File: src/rtl/dma_timing_pkg.sv
// Package: shared types for the DMA transfer timing sequencer.
// Assumes: the multiple-transfer number is a 3-bit field.
package dma_timing_pkg;

    localparam int MULTI_W = 3;

    // Configuration captured with a request
    typedef struct packed {
        logic               src_mem;
        logic               src_inc;
        logic               dst_inc;
        logic               calc_en;
        logic               chain_en;
        logic               burst_en;
        logic               multi_en;
        logic [MULTI_W-1:0] multi_num;
    } xfer_cfg_t;

endpackage

File: src/rtl/dma_xfer_cost.sv
// Module: dma_xfer_cost
// Computes how many bus clocks a transfer occupies from its configuration
// and the counter value at start. Purely combinational.
// Assumes: cnt_i is non-zero when the result is used; DW holds the largest
// burst duration (35 * (2**CW - 1) + 14).
module dma_xfer_cost
    import dma_timing_pkg::*;
#(
    parameter int CW = 8,
    parameter int DW = CW + 8
) (
    input  xfer_cfg_t       cfg_i,
    input  logic [CW-1:0]   cnt_i,
    output logic [DW-1:0]   dur_o
);

    logic [DW-1:0] per_beat;
    logic [DW-1:0] beats;
    logic [DW-1:0] tail;
    logic [DW-1:0] multi_step;
    logic [DW-1:0] multi_dur;
    logic [DW-1:0] plain_dur;

    // Per-beat cost, beat count and closing cost of a normal transfer
    always_comb begin
        per_beat = DW'(25);
        if (!cfg_i.src_mem) per_beat = per_beat + DW'(1);
        if (!cfg_i.src_inc) per_beat = per_beat + DW'(1);
        if (!cfg_i.dst_inc) per_beat = per_beat + DW'(1);
        if (cfg_i.calc_en)  per_beat = per_beat + (cfg_i.src_inc ? DW'(8) : DW'(7));
        beats = cfg_i.burst_en ? DW'(cnt_i) : DW'(1);
        tail  = DW'(0);
        if (cnt_i > CW'(1)) tail = cfg_i.chain_en ? DW'(8) : DW'(4);
        plain_dur = DW'(6) + per_beat * beats + tail;
    end

    // Duration in multiple-transfer mode
    always_comb begin
        multi_step = DW'(11);
        if (!cfg_i.src_inc) multi_step = multi_step + DW'(1);
        if (!cfg_i.dst_inc) multi_step = multi_step + DW'(1);
        multi_dur = DW'(21) + multi_step * DW'(cfg_i.multi_num);
    end

    assign dur_o = cfg_i.multi_en ? multi_dur : plain_dur;

endmodule

File: src/rtl/dma_req_slot.sv
// Module: dma_req_slot
// Holds one parked request with the configuration seen in its request cycle.
// Assumes: capture_i and clear_i are never high together (the owner
// guarantees this); clear_i wins if they are.
module dma_req_slot
    import dma_timing_pkg::*;
(
    input  logic      clk,
    input  logic      rst_n,
    input  logic      capture_i,
    input  logic      clear_i,
    input  xfer_cfg_t cfg_i,
    output logic      pend_o,
    output xfer_cfg_t cfg_o
);

    // Park or release the waiting request
    always_ff @(posedge clk) begin
        if (!rst_n) begin
            pend_o <= 1'b0;
            cfg_o  <= '0;
        end else if (clear_i) begin
            pend_o <= 1'b0;
        end else if (capture_i) begin
            pend_o <= 1'b1;
            cfg_o  <= cfg_i;
        end
    end

endmodule

File: src/rtl/dma_eot_timer.sv
// Module: dma_eot_timer
// Emits a one-cycle strobe DELAY cycles after the cycle in which fire_i is high.
// Assumes: DELAY >= 1; a new fire_i restarts the countdown.
module dma_eot_timer #(
    parameter int DELAY = 8
) (
    input  logic clk,
    input  logic rst_n,
    input  logic fire_i,
    output logic irq_o
);

    localparam int TW = (DELAY > 1) ? $clog2(DELAY) : 1;

    logic          armed;
    logic [TW-1:0] tmr;

    // Count down from the completion to the strobe slot
    always_ff @(posedge clk) begin
        if (!rst_n) begin
            armed <= 1'b0;
            tmr   <= '0;
        end else if (fire_i) begin
            armed <= 1'b1;
            tmr   <= TW'(DELAY - 1);
        end else if (armed) begin
            if (tmr == '0) armed <= 1'b0;
            else           tmr   <= tmr - TW'(1);
        end
    end

    assign irq_o = armed && (tmr == '0);

endmodule

File: src/rtl/dma_timing_seq.sv
// Module: dma_timing_seq (top)
// Timing model of a DMA channel: accepts requests, holds busy for a
// configuration-dependent number of bus clocks, updates the transfer counter
// and strobes an end-of-transfer interrupt IRQ_DELAY cycles after completion.
// Assumes: the counter is loaded only while idle; one request may wait.
module dma_timing_seq
    import dma_timing_pkg::*;
#(
    parameter int CW        = 8,
    parameter int IRQ_DELAY = 8
) (
    input  logic               clk,
    input  logic               rst_n,
    input  logic               req_i,
    input  logic               prio_irq_busy_i,
    input  logic               src_mem_i,
    input  logic               src_inc_i,
    input  logic               dst_inc_i,
    input  logic               calc_en_i,
    input  logic               chain_en_i,
    input  logic               burst_en_i,
    input  logic               multi_en_i,
    input  logic [MULTI_W-1:0] multi_num_i,
    input  logic               cnt_load_i,
    input  logic [CW-1:0]      cnt_val_i,
    output logic               busy_o,
    output logic               done_o,
    output logic [CW-1:0]      cnt_o,
    output logic               eot_irq_o
);

    localparam int DW = CW + 8;

    xfer_cfg_t     in_cfg;
    xfer_cfg_t     pend_cfg;
    xfer_cfg_t     sel_cfg;
    logic          pend;
    logic          busy;
    logic          run_to_zero;
    logic          start;
    logic          capture;
    logic          drop;
    logic          last;
    logic          fire;
    logic          cnt_nz;
    logic [CW-1:0] cnt;
    logic [CW-1:0] next_cnt;
    logic [DW-1:0] rem;
    logic [DW-1:0] dur;

    assign in_cfg = '{
        src_mem:   src_mem_i,
        src_inc:   src_inc_i,
        dst_inc:   dst_inc_i,
        calc_en:   calc_en_i,
        chain_en:  chain_en_i,
        burst_en:  burst_en_i,
        multi_en:  multi_en_i,
        multi_num: multi_num_i
    };

    // Choose the configuration of the request about to start
    assign sel_cfg = pend ? pend_cfg : in_cfg;

    // Start, park and discard decisions for the cycle
    always_comb begin
        cnt_nz  = (cnt != '0);
        start   = !busy && !prio_irq_busy_i && !cnt_load_i && cnt_nz && (pend || req_i);
        capture = req_i && !pend && !start && cnt_nz;
        drop    = !busy && !cnt_nz;
        last    = busy && (rem == '0);
    end

    // Counter value after the running transfer completes
    always_comb begin
        next_cnt = run_to_zero ? '0 : cnt - CW'(1);
        fire     = last && (next_cnt == '0);
    end

    dma_req_slot u_slot (
        .clk       (clk),
        .rst_n     (rst_n),
        .capture_i (capture),
        .clear_i   (start || drop),
        .cfg_i     (in_cfg),
        .pend_o    (pend),
        .cfg_o     (pend_cfg)
    );

    dma_xfer_cost #(
        .CW (CW),
        .DW (DW)
    ) u_cost (
        .cfg_i (sel_cfg),
        .cnt_i (cnt),
        .dur_o (dur)
    );

    dma_eot_timer #(
        .DELAY (IRQ_DELAY)
    ) u_eot (
        .clk    (clk),
        .rst_n  (rst_n),
        .fire_i (fire),
        .irq_o  (eot_irq_o)
    );

    // Busy window: load the remaining-cycle count at start, run it down
    always_ff @(posedge clk) begin
        if (!rst_n) begin
            busy        <= 1'b0;
            rem         <= '0;
            run_to_zero <= 1'b0;
        end else if (start) begin
            busy        <= 1'b1;
            rem         <= dur - DW'(1);
            run_to_zero <= sel_cfg.burst_en && !sel_cfg.multi_en;
        end else if (busy) begin
            if (rem == '0) busy <= 1'b0;
            else           rem  <= rem - DW'(1);
        end
    end

    // Transfer counter: update on completion, load only while idle
    always_ff @(posedge clk) begin
        if (!rst_n) begin
            cnt <= '0;
        end else if (last) begin
            cnt <= next_cnt;
        end else if (cnt_load_i && !busy) begin
            cnt <= cnt_val_i;
        end
    end

    assign busy_o = busy;
    assign done_o = last;
    assign cnt_o  = cnt;

endmodule

File: config.mk
export PLATFORM = sky130hd
export DESIGN_NAME = dma_timing_seq
export DESIGN_NICKNAME = d
export VERILOG_FILES = /design/src/rtl/dma_timing_pkg.sv /design/src/rtl/dma_xfer_cost.sv /design/src/rtl/dma_req_slot.sv /design/src/rtl/dma_eot_timer.sv /design/src/rtl/dma_timing_seq.sv
export SDC_FILE = /design/constraint.sdc
export NUM_CORES = 1
export LEC_CHECK = 0
export BUFFER_PORTS_ARGS = -buffer_cell sky130_fd_sc_hd__buf_2
export CELL_PAD_IN_SITES_DETAIL_PLACEMENT = 0
export CELL_PAD_IN_SITES_GLOBAL_PLACEMENT = 2
export CORE_MARGIN = 4
export CORE_UTILIZATION = 38
export CTS_BUF_LIST = sky130_fd_sc_hd__clkbuf_16
export CTS_CLUSTER_SIZE = 30
export DETAILED_ROUTE_END_ITERATION = 10
export PLACE_DENSITY_LB_ADDON = 0.05
export SETUP_SLACK_MARGIN = 0.1
export SYNTH_ARGS = -nofsm -noshare
export SYNTH_HDL_FRONTEND = slang
export SYNTH_HIERARCHICAL = 1
export SYNTH_SLANG_ARGS = --single-unit
File: constraint.sdc
create_clock -name clk -period 9.67 [get_ports clk]
set_input_delay 1.934 -clock clk [delete_from_list [all_inputs] [get_ports clk]]
set_output_delay 1.934 -clock clk [all_outputs]
set_load 0.03 [all_outputs]
==> reports/results.ini, run 1 <==
[detailed_routing]
drt_pre_antenna_iters = 4
post_drt_antenna_nets = 0
drt_iter0_markers = 228
viasPerCell = 5.13
wire_per_inst_um = 15.0
detail_route.wirelength_um = 12300
drc_violation_count_after_routing = 0
number_of_vias_after_detailed_routing = 4204

[yosys]
netlist-cell-type-count = 69
ys.warnings.count = 6
synth-async-reset-ratio_pct = 0
syn-num-nets = 733
synth_seq_area_share_pct = 15.9
yosys_register_bits = 41
synth_edf_count = 0
ys_dominant_reg_cell = sky130_fd_sc_hd__dfxtp_1
syn_inst = 616
syn_avg_cell_area_um2 = 8.36
synthesis.area_um2 = 5150

[critical_path]
worst-path-max-fanout = 9
worstPathRequired_ns = 9.80
cp_slowest_stage_delay_ns = 0.54
critical-path-slowest-cell = sky130_fd_sc_hd__fa_1
worst_path_dominant_cell_family = adder cells
timing.critical_path.arrival_ns = 8.83
timing.critical_path.mode_cell = sky130_fd_sc_hd__fa_1
cp_num_cells = 30
critPathCaptureType = flop
reg2regPathDepth = 29
worstPathBufferInverterCount = 7
critPathKind = primary input to flop
critical_path.startpoint_type = primary input

[flow_run]
cap_viol_max_count = 0

[floorplanning]
initial_core_util_pct = 38.9
core-area_um2 = 13200
die_area_um2 = 15500
design.portCount = 34
floorplan.die.width_um = 124
die_h_um = 124
rows = 42

[power_and_ir_drop]
post_layout_power_mw = 1.06
vdd_drop_max_v = 0.0000779
power.density_cell_area_nw_per_um2 = 187
power_leakage_nw = 2.70

[timing]
final.period_utilization_pct = 90.0
final.min_clock_period_ns = 8.70
setup_violations = 0
hold_slack_ns = 0.458
final.setup_skew_ns = 0.00600
grt_setup_unrepaired = no
pins_over_their_slew_limit = 0
worst_slew_margin_rel_pct = 42.0
tns_ns = 0
worst-slew-pin-transition_ns = 0.870
max_freq_mhz = 115
fin_worst_setup_slack_ns = 0.970
final_hold_viol_count = 0

[global_routing]
number_of_global_route_vias_before_repair = 4180
global_route_wire_length_before_repair_um = 20700
overflow = 0
grtUsageTotal_pct = 16.0
pin_count_of_the_biggest_net_entering_global_routing = 52
antenna_found_initial = 0

[clock_network]
root_buffer_selected_by_cts = sky130_fd_sc_hd__clkbuf_16
number_of_buffers_added_for_setup_after_cts = 0
cts.clk_slew.worst_paths_ns = 0.06
ctsHtreeMaxLevel = 2
cts_tree = yes
cts_made_buffers = 5
clock_latency_of_the_later_clocked_register_in_the_worst_skew_pair_ns = 0.28
cts_hold_repair.buffers = 0
cts_sinks = 41
cts-root-to-sink-buffers = 2
cts.repair.resized = 0

[place]
place.detailed.hpwl_um = 9920
finalWeightedCongestion = 0.803
pre_cts_setup_slack_ns = 0.625
port-buffer-count = 33
placement.cell_area_um2 = 5480

[min_path]
hold_path_class = flop to flop
worstHoldPathCells = 2

[layout]
antenna_cells = 0
layout-drive-gt1-share_pct = 13.0
area_delta_synth_final_pct = 9.65
final_nets = 760
layout.cell_area.non_filler_um2 = 5650

[status]
run_status = finished, final reports clean

## logic make-up after synthesis
| family | synth area share (%) |
|---|---|
| adders and majority gates | 27.4 |
| DFF | 15.9 |
| and+or+nand+nor | 22.3 |
| AOI/OAI and AO/OA | 13.8 |
| muxes | 6.71 |
| xor gates and xnor gates | 7.14 |
| buffers and inverters | 6.83 |
## final cells by class
type                       instances  area [um2]
fill                            1386        7600
sequential                        41         821
multi-input combinational        489        3980
tap                              176         220
clock inverter                     3        37.5
clock buffer                       5         125
timing repair buffer              40         218
inverter                          66         248
## placed cells by master, fill, tap and decap left out, types with 12 or more instances in the layout
master                     count
sky130_fd_sc_hd__a21oi_1      21
sky130_fd_sc_hd__buf_2        33
sky130_fd_sc_hd__dfxtp_1      41
sky130_fd_sc_hd__fa_1         31
sky130_fd_sc_hd__ha_1         63
sky130_fd_sc_hd__inv_1        67
sky130_fd_sc_hd__mux2_2       12
sky130_fd_sc_hd__mux2i_1      21
sky130_fd_sc_hd__nand2_1      56
sky130_fd_sc_hd__nand2b_1     12
sky130_fd_sc_hd__nor2_1       65
sky130_fd_sc_hd__nor3_1       20
sky130_fd_sc_hd__nor4_1       15
sky130_fd_sc_hd__o21ai_0      18
sky130_fd_sc_hd__xnor2_1      26
sky130_fd_sc_hd__xor2_1       16
## registers in the layout, indices dropped and copies added (netlist names)
register       count
u_slot/cfg_o      10
rem               16
u_eot/armed        1
u_eot/tmr          3
busy_o             1
u_slot/pend_o      1
cnt_o              8
run_to_zero        1
## worst reg2reg max path, delay by kind of cell, from the launching register on
kind	cells	cell delay [ns]
AOI/OAI and AO/OA	6	1.06
and+or+nand+nor	5	0.81
DFF	1	0.67
muxes	1	0.47
xor gates and xnor gates	3	0.48
adders and majority gates	8	3.34
buffers and inverters	6	0.78
## power breakdown
part / leakage, nW / internal, mW / switching, mW
Clock: 0.0826 / 0.120 / 0.0657
Combinational: 2.28 / 0.270 / 0.383
Sequential: 0.335 / 0.189 / 0.0290
Total: 2.70 / 0.580 / 0.477
## Yosys cell counts (7+ instances only)
| cell | count | share of area, % |
|---|---|---|
| sky130_fd_sc_hd__inv_1 | 66 | 4.8 |
| sky130_fd_sc_hd__nor2_1 | 65 | 4.7 |
| sky130_fd_sc_hd__ha_1 | 63 | 15 |
| sky130_fd_sc_hd__nand2_1 | 56 | 4.1 |
| sky130_fd_sc_hd__dfxtp_1 | 41 | 16 |
| sky130_fd_sc_hd__fa_1 | 31 | 12 |
| sky130_fd_sc_hd__xnor2_1 | 26 | 4.4 |
| sky130_fd_sc_hd__a21oi_1 | 21 | 2.0 |
| sky130_fd_sc_hd__mux2i_1 | 21 | 4.1 |
| sky130_fd_sc_hd__nor3_1 | 20 | 1.9 |
| sky130_fd_sc_hd__o21ai_0 | 18 | 1.7 |
| sky130_fd_sc_hd__xor2_1 | 16 | 2.7 |
| sky130_fd_sc_hd__nor4_1 | 15 | 1.8 |
| sky130_fd_sc_hd__clkbuf_1 | 12 | 0.87 |
| sky130_fd_sc_hd__mux2_2 | 12 | 2.6 |
| sky130_fd_sc_hd__nand2b_1 | 12 | 1.5 |
| sky130_fd_sc_hd__or2_1 | 11 | 1.3 |
| sky130_fd_sc_hd__nand3_1 | 7 | 0.68 |
| sky130_fd_sc_hd__o21a_1 | 7 | 1.0 |
## per-layer routing
metal | share of wire, % | wire [um] | track usage [%]
met1 | 51 | 6230 | 22.7
met2 | 45 | 5570 | 26.0
met3 | 1.7 | 203 | 1.42
met4 | 2.1 | 262 | 4.38
met5 | 0 | 0 | 0
## metrics by stage
| stage | cells | util [%] |
|---|---|---|
| floorplan | 616 | - |
| global placement | 812 | 41.4 |
| detailed placement | 812 | 41.4 |
| CTS | 820 | 42.6 |
| global route | 820 | 42.6 |
| finish | 820 | 42.6 |
## worst paths after layout
kind / slack [ns] / to / from
worst min register to register: 0.46 / u_slot/cfg_o[4] / u_slot/cfg_o[4]
worst max register to register: 1.91 / rem[12] / u_slot/pend_o
worst max-delay path: 0.97 / rem[12] / src_inc_i
worst min-delay path: 0.46 / u_slot/cfg_o[4] / u_slot/cfg_o[4]
No activity file was read; power rests on OpenSTA's default activity.
==> run 2: changes to the inputs <==
--- a/config.mk
+++ b/config.mk
@@ -17,5 +17,4 @@
 export SETUP_SLACK_MARGIN = 0.1
 export SYNTH_ARGS = -nofsm -noshare
 export SYNTH_HDL_FRONTEND = slang
-export SYNTH_HIERARCHICAL = 1
 export SYNTH_SLANG_ARGS = --single-unit
==> run 2 against run 1 <==
Compared with the run above:
- final area shrank 2.7%
- clock power is 8% lower
- largest power group unchanged
- count of clock-buffer cells in the layout is the same
- critical path depth fell by 6
- critical endpoint is now rem[15]
- global-route usage is 2.9 points higher
- worst hold slack improved by 0.025 ns
==> reports/results.ini, run 2 <==
[status]
run_status = finished, final reports clean  ; unchanged

[layout]
final_common_cell = sky130_fd_sc_hd__nor2_1  ; was sky130_fd_sc_hd__inv_1
layout.cell_area.non_filler_um2 = 5490  ; was 5650 um2
commonest_cells_after_routing_fill_and_taps_aside = sky130_fd_sc_hd__nor2_1, sky130_fd_sc_hd__inv_1, sky130_fd_sc_hd__ha_1  ; was sky130_fd_sc_hd__inv_1, sky130_fd_sc_hd__nor2_1, sky130_fd_sc_hd__ha_1
largest_register_ff_count = 16  ; unchanged
antenna_cells = 0  ; unchanged
final_util_pct = 42.8  ; was 42.6%
instances_no_fill = 812  ; was 820
layout-drive-gt1-share_pct = 12.3  ; was 13.0%
largest-register = rem  ; unchanged
area_delta_synth_final_pct = 8.53  ; was 9.65%
final_nets = 753  ; was 760

[global_routing]
highest_utilization_routing_layer_at_the_global_route_stage = met2  ; unchanged
grtUsageTotal_pct = 18.9  ; was 16.0%
globalRouteMet2Util_pct = 31.2  ; was 26.0%
number_of_global_route_vias_before_repair = 4477  ; was 4180
met1_usage_pct = 24.8  ; was 22.7%
overflow = 0  ; unchanged
global_route_wire_length_before_repair_um = 22500  ; was 20700 um
pin_count_of_the_biggest_net_entering_global_routing = 32  ; was 52
antenna_found_initial = 0  ; unchanged
gr_layer_usage_met3_pct = 3.57  ; was 1.42%

[power_and_ir_drop]
power.density_cell_area_nw_per_um2 = 197  ; was 187 nW/um2
power.combinational.fraction_pct = 63.6  ; was 61.8%
post_layout_power_mw = 1.08  ; was 1.06 mW
clock_power_share_pct = 15.8  ; was 17.6%
power_frac_seq_pct = 20.6  ; was 20.7%
vdd_drop_max_v = 0.0000965  ; was 0.0000779 V
p_sw_share_pct = 47.1  ; was 45.2%
power_leakage_nw = 2.54  ; was 2.70 nW
power_report.internal_total_mw = 0.572  ; was 0.580 mW
net-switching-power_mw = 0.510  ; was 0.477 mW

[clock_network]
cts_hold_repair.buffers = 0  ; unchanged
cts_tree = yes  ; unchanged
ctsHtreeMaxLevel = 2  ; unchanged
cts_sinks = 41  ; unchanged
clock_latency_of_the_later_clocked_register_in_the_worst_skew_pair_ns = 0.30  ; was 0.28 ns
cts.repair.resized = 0  ; unchanged
number_of_buffers_added_for_setup_after_cts = 0  ; unchanged
cts-root-to-sink-buffers = 2  ; unchanged
cts_made_buffers = 5  ; unchanged
root_buffer_selected_by_cts = sky130_fd_sc_hd__clkbuf_16  ; unchanged
cts.clk_slew.worst_paths_ns = 0.07  ; was 0.06 ns

[place]
numPlacedInstances = 805  ; was 812
place.detailed.hpwl_um = 10600  ; was 9920 um
finalWeightedCongestion = 0.833  ; was 0.803
placement.cell_area_um2 = 5360  ; was 5480 um2
port-buffer-count = 33  ; unchanged
pre_cts_setup_slack_ns = 0.713  ; was 0.625 ns

[timing]
tns_ns = 0  ; unchanged
setup_violations = 0  ; unchanged
final.period_utilization_pct = 89.1  ; was 90.0%
worst_slew_margin_rel_pct = 20.3  ; was 42.0%
grt_setup_unrepaired = no  ; unchanged
hold_slack_ns = 0.483  ; was 0.458 ns
fin_worst_setup_slack_ns = 1.05  ; was 0.970 ns
max_freq_mhz = 116  ; was 115 MHz
final_hold_viol_count = 0  ; unchanged
final.min_clock_period_ns = 8.62  ; was 8.70 ns
final.setup_skew_ns = 0.00789  ; was 0.00600 ns
pins_over_their_slew_limit = 0  ; unchanged
worst-slew-pin-transition_ns = 1.19  ; was 0.870 ns

[detailed_routing]
drt_pre_antenna_iters = 4  ; unchanged
post_drt_antenna_nets = 0  ; unchanged
viasPerCell = 5.36  ; was 5.13
number_of_vias_after_detailed_routing = 4352  ; was 4204
wire_per_inst_um = 16.4  ; was 15.0 um
drt_iter0_markers = 229  ; was 228
drc_violation_count_after_routing = 0  ; unchanged
detail_route.wirelength_um = 13300  ; was 12300 um

[yosys]
ys_dominant_reg_cell = sky130_fd_sc_hd__dfxtp_1  ; unchanged
synth_seq_area_share_pct = 16.2  ; was 15.9%
syn_inst = 620  ; was 616
synth_fa_ha_area_share_pct = 26.8  ; was 27.4%
synthesis.area_um2 = 5060  ; was 5150 um2
synth.area.mux_share_pct = 5.68  ; was 6.71%
combinational_family_with_the_most_area_after_synthesis = adder cells  ; unchanged
synth_edf_count = 0  ; unchanged
synth-compound-area-share_pct = 17.3  ; was 13.8%
syn_avg_cell_area_um2 = 8.17  ; was 8.36 um2
synth-async-reset-ratio_pct = 0  ; unchanged
synth_largest_type_area_fraction_pct = 16.2  ; was 15.9%
yosys.area_share.xor_xnor_pct = 4.50  ; was 7.14%
synth.cells.most_frequent = sky130_fd_sc_hd__nor2_1, sky130_fd_sc_hd__inv_1, sky130_fd_sc_hd__ha_1, sky130_fd_sc_hd__dfxtp_1, sky130_fd_sc_hd__nand2_1  ; was sky130_fd_sc_hd__inv_1, sky130_fd_sc_hd__nor2_1, sky130_fd_sc_hd__ha_1, sky130_fd_sc_hd__nand2_1, sky130_fd_sc_hd__dfxtp_1
synthSimpleGateAreaFrac_pct = 22.0  ; was 22.3%
syn-num-nets = 733  ; unchanged
ys.warnings.count = 0  ; was 6
netlist_top_cells_area = sky130_fd_sc_hd__dfxtp_1, sky130_fd_sc_hd__ha_1, sky130_fd_sc_hd__fa_1, sky130_fd_sc_hd__nor2_1, sky130_fd_sc_hd__inv_1  ; was sky130_fd_sc_hd__dfxtp_1, sky130_fd_sc_hd__ha_1, sky130_fd_sc_hd__fa_1, sky130_fd_sc_hd__inv_1, sky130_fd_sc_hd__nor2_1
synthMostInstantiatedCell = sky130_fd_sc_hd__nor2_1  ; was sky130_fd_sc_hd__inv_1
yosys_register_bits = 41  ; unchanged
synth_top_area_cell = sky130_fd_sc_hd__dfxtp_1  ; unchanged
netlist-cell-type-count = 68  ; was 69

[critical_path]
critical_path.startpoint_type = primary input  ; unchanged
cp_slowest_stage_delay_ns = 0.56  ; was 0.54 ns
timing.critical_path.arrival_ns = 8.86  ; was 8.83 ns
worstPathRequired_ns = 9.91  ; was 9.80 ns
reg2regPathDepth = 23  ; was 29
setup.worst_path.start = src_inc_i  ; unchanged
worstPathCellList = buf_2 > mux2i_1 > ha_1 > xnor2_1 > ha_1 > fa_1 > mux2i_1 > or2_2 > fa_1 > fa_1 > inv_1 > fa_1 > inv_1 > fa_1 > inv_1 > ha_1 > nand3_1 > nand2_1 > o21ai_0 > a2111oi_0 > a221oi_1 > nand2b_1 > or4_1 > a21oi_1
cp_num_cells = 24  ; was 30
critPathKind = primary input to flop  ; unchanged
rr_endpoint = rem[15]  ; was rem[12]
critPathCaptureType = flop  ; unchanged
worst-path-max-fanout = 7  ; was 9
rr_startpoint = u_slot.pend_o  ; was u_slot/pend_o
worst_path_dominant_cell_family = adder cells  ; unchanged
worstPathBufferInverterCount = 4  ; was 7
timing.critical_path.to = rem[15]  ; was rem[12]
timing.reg2reg.setup_slack_ns = 1.69  ; was 1.91 ns
critical-path-slowest-cell = sky130_fd_sc_hd__fa_1  ; unchanged
timing.critical_path.mode_cell = sky130_fd_sc_hd__fa_1  ; unchanged

[min_path]
hold_path.startpoint = rem[0]  ; was u_slot/cfg_o[4]
hold_path_class = flop to flop  ; unchanged

[floorplanning]
core-area_um2 = 12800  ; was 13200 um2
initial_core_util_pct = 39.5  ; was 38.9%
rows = 41  ; was 42
design.portCount = 34  ; unchanged
die_h_um = 123  ; was 124 um
floorplan.die.width_um = 123  ; was 124 um
die_area_um2 = 15200  ; was 15500 um2

[flow_run]
cap_viol_max_count = 0  ; unchanged

run 2: changes by cell type after synthesis, sizes merged, moves of 9 or more:
cell / delta
a211oi: +10
nand2: -15
nor2: +17
nor4: -9
xnor2: -9
run 2: how the worst min path moves through the flow:
stage | to | slack [ns] | depth (start not counted)
6_report | rem[0] | 0.48 | 2
5_1_grt | rem[0] | 0.52 | 2
4_1_cts | rem[0] | 0.49 | 2
3_5_place_dp | rem[8] | 0.48 | 2
3_3_place_gp | u_slot.cfg_o[5] | 0.47 | 2
2_1_floorplan | u_slot.cfg_o[2] | 0.45 | 2
run 2: logic make-up (layout without fill, tap and decap cells):
| family | after synthesis | after routing |
|---|---|---|
| xor gates and xnor gates | 26 | 26 |
| adders and majority gates | 90 | 90 |
| buffers and inverters | 90 | 110 |
| muxes | 28 | 28 |
| DFF | 41 | 41 |
| AOI/OAI and AO/OA | 124 | 124 |
| and+or+nand+nor | 221 | 221 |
run 2: layer usage:
layer	part of all wire (%)	vias to the layer above	wire, um
met5	0	-	0
met2	46	54	6110
li1	-	2200	-
met4	2.2	0	299
met1	48	2084	6380
met3	3.8	14	507
run 2: layout make-up:
cell class,count,area [um2]
Sequential cell,41,821
Fill cell,1331,7330
Clock inverter,2,11.3
Tap cell,172,215
Clock buffer,5,125
Timing Repair Buffer,40,218
Multi-Input combinational cell,489,3870
Inverter,63,236
run 2: worst reg2reg max path: stages, from the launching register on:
cell,delay [ns]
sky130_fd_sc_hd__dfxtp_1,0.94
sky130_fd_sc_hd__mux2i_1,0.58
sky130_fd_sc_hd__ha_1,0.37
sky130_fd_sc_hd__xnor2_1,0.15
sky130_fd_sc_hd__ha_1,0.20
sky130_fd_sc_hd__fa_1,0.44
sky130_fd_sc_hd__mux2i_1,0.47
sky130_fd_sc_hd__or2_2,0.23
sky130_fd_sc_hd__fa_1,0.45
sky130_fd_sc_hd__fa_1,0.56
sky130_fd_sc_hd__inv_1,0.06
sky130_fd_sc_hd__fa_1,0.53
sky130_fd_sc_hd__inv_1,0.05
sky130_fd_sc_hd__fa_1,0.53
sky130_fd_sc_hd__inv_1,0.04
sky130_fd_sc_hd__ha_1,0.37
sky130_fd_sc_hd__nand3_1,0.11
sky130_fd_sc_hd__nand2_1,0.06
sky130_fd_sc_hd__o21ai_0,0.33
sky130_fd_sc_hd__a2111oi_0,0.17
sky130_fd_sc_hd__a221oi_1,0.40
sky130_fd_sc_hd__nand2b_1,0.21
sky130_fd_sc_hd__or4_1,0.54
sky130_fd_sc_hd__a21oi_1,0.13
run 2: power groups by stage:
stage	logic (mW)	clock network, mW	registers, mW
6_report	0.688	0.171	0.223
5_1_grt	0.785	0.181	0.228
4_1_cts	0.697	0.178	0.223
3_5_place_dp	0.691	0	0.227
3_3_place_gp	0.685	0	0.227
2_1_floorplan	0.535	0	0.219
